### config.mk
export PLATFORM = sky130hd
export DESIGN_NAME = xtalk_classifier
export DESIGN_NICKNAME = d
export VERILOG_FILES = /design/src/rtl/xtalk_classifier.sv
export SDC_FILE = /design/constraint.sdc
export NUM_CORES = 1
export LEC_CHECK = 0
export BUFFER_PORTS_ARGS = -buffer_cell sky130_fd_sc_hd__buf_4
export CAP_MARGIN = 20
export CORE_ASPECT_RATIO = 0.6
export CORE_UTILIZATION = 44
export CTS_CLUSTER_DIAMETER = 150
export DETAILED_ROUTE_END_ITERATION = 16
export GPL_ROUTABILITY_DRIVEN = 0
export PLACE_DENSITY = 0.71
export RECOVER_POWER = 100
export SLEW_MARGIN = 15
export SYNTH_ARGS = -nofsm -noshare
export SYNTH_HDL_FRONTEND = slang
export SYNTH_SLANG_ARGS = --single-unit
### constraint.sdc
create_clock -name clk -period 27.2 [get_ports clk]
set_input_delay 4.08 -clock clk [delete_from_list [all_inputs] [get_ports clk]]
set_output_delay 4.08 -clock clk [all_outputs]
set_load 0.05 [all_outputs]
### src/rtl/xtalk_classifier.sv
module xtalk_classifier #(
  parameter int unsigned WIDTH   = 8,
  parameter int unsigned CNT_W   = 16,
  parameter int unsigned NET_W   = 24,
  parameter int unsigned FRAC_W  = 8,
  parameter int unsigned ALPHA_Q = 819
) (
  input  logic             clk,
  input  logic             rst_n,
  input  logic             clr,
  input  logic             valid,
  input  logic [WIDTH-1:0] bus_in,
  output logic [CNT_W-1:0] self_cnt,
  output logic [CNT_W-1:0] type1_cnt,
  output logic [CNT_W-1:0] type2_cnt,
  output logic [CNT_W-1:0] type3_cnt,
  output logic [CNT_W-1:0] type4_cnt,
  output logic [NET_W-1:0] net_act
);
  localparam int unsigned PC_W = $clog2(WIDTH + 1);

  logic [WIDTH-1:0] prev;
  logic             primed;
  logic [WIDTH-1:0] rise, fall, chg;
  logic [WIDTH-2:1] k1, k2, k3, k4;
  logic [PC_W-1:0]  n_self, n1, n2, n3, n4;
  logic [NET_W-1:0] wsum, net_inc;
  logic             count_en;

  assign rise = bus_in & ~prev;
  assign fall = ~bus_in & prev;
  assign chg  = rise | fall;

  for (genvar i = 1; i <= WIDTH - 2; i++) begin : g_grp
    logic opp_l, opp_r, same_l, same_r;
    assign opp_l  = (rise[i] & fall[i-1]) | (fall[i] & rise[i-1]);
    assign opp_r  = (rise[i] & fall[i+1]) | (fall[i] & rise[i+1]);
    assign same_l = (rise[i] & rise[i-1]) | (fall[i] & fall[i-1]);
    assign same_r = (rise[i] & rise[i+1]) | (fall[i] & fall[i+1]);
    assign k1[i]  = $onehot({chg[i-1], chg[i], chg[i+1]});
    assign k2[i]  = (opp_l & same_r) | (opp_r & same_l);
    assign k3[i]  = (opp_l & ~chg[i+1]) | (opp_r & ~chg[i-1]);
    assign k4[i]  = opp_l & opp_r;
  end

  assign n_self = PC_W'($countones(rise));
  assign n1     = PC_W'($countones(k1));
  assign n2     = PC_W'($countones(k2));
  assign n3     = PC_W'($countones(k3));
  assign n4     = PC_W'($countones(k4));

  assign wsum    = NET_W'(n1) + (NET_W'(n2) << 1) + (NET_W'(n3) << 1) + NET_W'(n3)
                 + (NET_W'(n4) << 2);
  assign net_inc = (NET_W'(n_self) << FRAC_W) + NET_W'(ALPHA_Q) * wsum;

  assign count_en = valid & primed & ~clr;

  function automatic logic [CNT_W-1:0] sat_cnt(input logic [CNT_W-1:0] a,
                                               input logic [PC_W-1:0]  b);
    logic [CNT_W:0] s;
    s = {1'b0, a} + {{(CNT_W + 1 - PC_W){1'b0}}, b};
    return s[CNT_W] ? {CNT_W{1'b1}} : s[CNT_W-1:0];
  endfunction

  function automatic logic [NET_W-1:0] sat_net(input logic [NET_W-1:0] a,
                                               input logic [NET_W-1:0] b);
    logic [NET_W:0] s;
    s = {1'b0, a} + {1'b0, b};
    return s[NET_W] ? {NET_W{1'b1}} : s[NET_W-1:0];
  endfunction

  always_ff @(posedge clk or negedge rst_n) begin
    if (!rst_n) begin
      prev   <= '0;
      primed <= 1'b0;
    end else if (valid) begin
      prev   <= bus_in;
      primed <= 1'b1;
    end
  end

  always_ff @(posedge clk or negedge rst_n) begin
    if (!rst_n) begin
      self_cnt  <= '0;
      type1_cnt <= '0;
      type2_cnt <= '0;
      type3_cnt <= '0;
      type4_cnt <= '0;
      net_act   <= '0;
    end else if (clr) begin
      self_cnt  <= '0;
      type1_cnt <= '0;
      type2_cnt <= '0;
      type3_cnt <= '0;
      type4_cnt <= '0;
      net_act   <= '0;
    end else if (count_en) begin
      self_cnt  <= sat_cnt(self_cnt, n_self);
      type1_cnt <= sat_cnt(type1_cnt, n1);
      type2_cnt <= sat_cnt(type2_cnt, n2);
      type3_cnt <= sat_cnt(type3_cnt, n3);
      type4_cnt <= sat_cnt(type4_cnt, n4);
      net_act   <= sat_net(net_act, net_inc);
    end
  end
endmodule


==> results by group <==
Detailed routing
  – Drt total wl: 25,700 um
  – Residual DRC: 0
  – Drt wl/cell: 17.5 um
  – Routed vias/inst: 5.70
  – First-pass DRT Iterations: 5
  – Starting DRT DRC Count: 742
  – Post-DRT Antenna Nets: 0
  – Via count: 8,334

Critical path
  – CP bufs+invs: 10
  – Max incr delay on CP: 1.73 ns
  – CP Capture Type: flip-flop
  – CP Data Arrival Time: 15.60 ns
  – Crit-path leading delay family: adder cells
  – Crit path required time: 27.52 ns
  – Slowest cell on the critical path: a211oi_1
  – CP most frequent cell: fa_1
  – Crit path kind: input pin to flip-flop
  – CP startpoint kind: input pin
  – Worst Path Max Fanout: 16

Clock network
  – CTS clk-pin slew, worst paths: 0.06 ns
  – Clk buf depth: 2
  – H-tree level count: 4
  – CTS buffer count: 17
  – Clock latency on the worst-skew pair: 0.43 ns
  – CTS sink count: 113
  – # hold bufs at CTS: 0
  – CTS tree: done
  – CTS root buffer: clkbuf_16
  – Post_cts resized: 0
  – Post-CTS Setup Inserts: 0

Timing
  – Final max-slew violation count: 133
  – Crit path time final: 15.28 ns
  – Final hold viol count: 0
  – Fmax: 65.4 MHz
  – Final setup violation count: 0
  – Skew final: 0.00902 ns
  – RSZ-0062 raised after global routing: false
  – Post-Route Setup TNS: 0 ns
  – Worst-Margin Slew: 3.39 ns
  – Slew headroom: -126%
  – Final period utilization: 56.2%

Floorplanning
  – Chip Width: 194 um
  – Die area: 0.0228 mm2
  – Die Span Y: 117 um
  – Initial Util: 45.6%
  – Core Region: 0.0213 mm2
  – I/O pin count: 116
  – FP Rows: 41

Status
  – Violations in the final reports: capacitance limit, slew limit
  – Status: finished, violations left

Synth
  – Post-synthesis xor/xnor area fraction: 2.43%
  – Register area share after synthesis: 29.0%
  – Main synth FF type: dfrtp_1
  – Post-Syn Nets: 1,254
  – Syn avg cell area: 9.05 um2
  – Async set-reset flop share out of synthesis: 100%
  – Simple logic cell fraction of the synthesized area: 17.9%
  – Cells after Synth: 1,076
  – Multiplexer share of the synthesized area: 1.13%
  – Complex-gate fraction of the synthesized area: 16.9%
  – Post-Synthesis Cell Area: 0.00974 mm2
  – Post-synth EDFFs: 0
  – Adder-cell area share of the yosys netlist: 25.9%
  – Yosys cell types: 65
  – Synth Register Bits: 113
  – Yosys warning total: 0
  – Main combinational cell family by area after synthesis: adder cells

Cells and area
  – Layout cells sized above 1: 4.65%
  – Area grow syn2layout: 11.7%
  – Finished Layout Cells: 1,462
  – # nets final: 1,348
  – Antenna cells: 0
  – Most frequent cells in the layout: inv_1 (123), clkbuf_1 (114), dfrtp_1 (113)
  – Commonest non-fill, non-tap cell in the layout: inv_1
  – FILL cells: 2,076

Hold path
  – Worst hold path class: flip-flop to flip-flop

Place
  – # port buffers: 115
  – DP Wirelength: 19,100 um
  – Cell Count Post-Placement: 1,430

Global routing
  – Initial antenna violation count: 0
  – Vias in the first global route: 7,625
  – Largest net degree at the start of global routing: 89
  – Gr ovfl total: 0
  – First-pass GRT wire length: 41,500 um
  – GRT Util Overall: 23.4%

Run
  – Maxcap violations: 3
-- per-layer routing --
metal / track usage (%) / vias up / routed length [um] / part of all wire, %
met2: 31.7 / 303 / 10300 / 40
met1: 36.1 / 4035 / 13300 / 52
met4: 6.30 / 0 / 238 / 0.93
met3: 5.99 / 23 / 1870 / 7.3
met5: 0 / - / 0 / 0
li1: - / 3973 / - / -
-- state kept, by name, indices dropped and copies added, names as in the netlist --
| register | flops |
|---|---|
| type2_cnt | 16 |
| type1_cnt | 16 |
| primed | 1 |
| type4_cnt | 16 |
| net_act | 24 |
| self_cnt | 16 |
| prev | 8 |
| type3_cnt | 16 |
-- path summary, 6_finish.rpt --
kind | from | slack [ns] | cells past startpoint | to
setup / recovery | bus_in[5] | 11.92 | 36 | net_act[19]$_DFFE_PN0P_
setup reg to reg | prev[5]$_DFFE_PN0P_ | 15.28 | 36 | net_act[19]$_DFFE_PN0P_
hold reg to reg | primed$_DFFE_PN0P_ | 0.50 | 1 | primed$_DFFE_PN0P_
hold / removal | primed$_DFFE_PN0P_ | 0.50 | 1 | primed$_DFFE_PN0P_
min in group asynchronous | rst_n | 4.79 | 1 | type2_cnt[11]$_DFFE_PN0P_
max in group asynchronous | rst_n | 18.39 | 2 | net_act[7]$_DFFE_PN0P_
-- per-stage QoR --
stage | hold WS, ns | area [um2] | worst slack, ns | util [%]
2_1_floorplan | 0.454 | 9740 | 14.05 | -
3_3_place_gp | 0.489 | 10800 | 13.23 | 50.6
3_5_place_dp | 0.492 | 10800 | 12.94 | 50.6
4_1_cts | 0.508 | 11300 | 13.39 | 53.1
5_1_grt | 0.517 | 10900 | 11.17 | 51.0
6_report | 0.504 | 10900 | 11.92 | 51.0
-- Yosys cell counts, types with 8 or more instances --
master,count,share of area (%)
a22oi_1,17,1.3
xnor2_1,16,1.4
clkbuf_1,30,1.2
a311oi_1,12,1.1
o22ai_1,9,0.58
a21o_1,20,1.5
xor2_1,11,0.99
a21oi_1,59,3.0
dfrtp_1,113,29
nand3_1,27,1.4
o21ai_0,32,1.6
nor2_1,107,4.1
inv_1,123,4.7
ha_1,106,14
and3_1,24,1.5
nand2_1,67,2.6
nor2b_1,8,0.51
fa_1,60,12
mux2i_1,11,1.1
a31oi_1,16,1.0
a211oi_1,37,2.9
nand4_1,12,0.77
nor3_1,56,2.9
-- cell type report --
class / instances / area (um2) / area share (%)
clock inverters: 9 / 85.1 / 0.782
repair buffers: 119 / 484 / 4.45
multi-input cells: 796 / 6210 / 57.1
well taps: 279 / 349 / 3.21
clock buffers: 23 / 458 / 4.21
inverters: 123 / 462 / 4.24
flip-flops and latches: 113 / 2830 / 26.0
-- kinds of logic (layout without fill, tap and decap cells) --
group	count (synthesis)	count (layout)
mux	11	11
fa+ha+maj	166	166
simple gates	348	348
buf+inv	167	274
compound gates	244	244
flops	113	113
xor+xnor	27	27
Power is left out: the tool's default activity adds up to more than one toggle a clock period on the data nets, which glitch-free logic cannot reach.
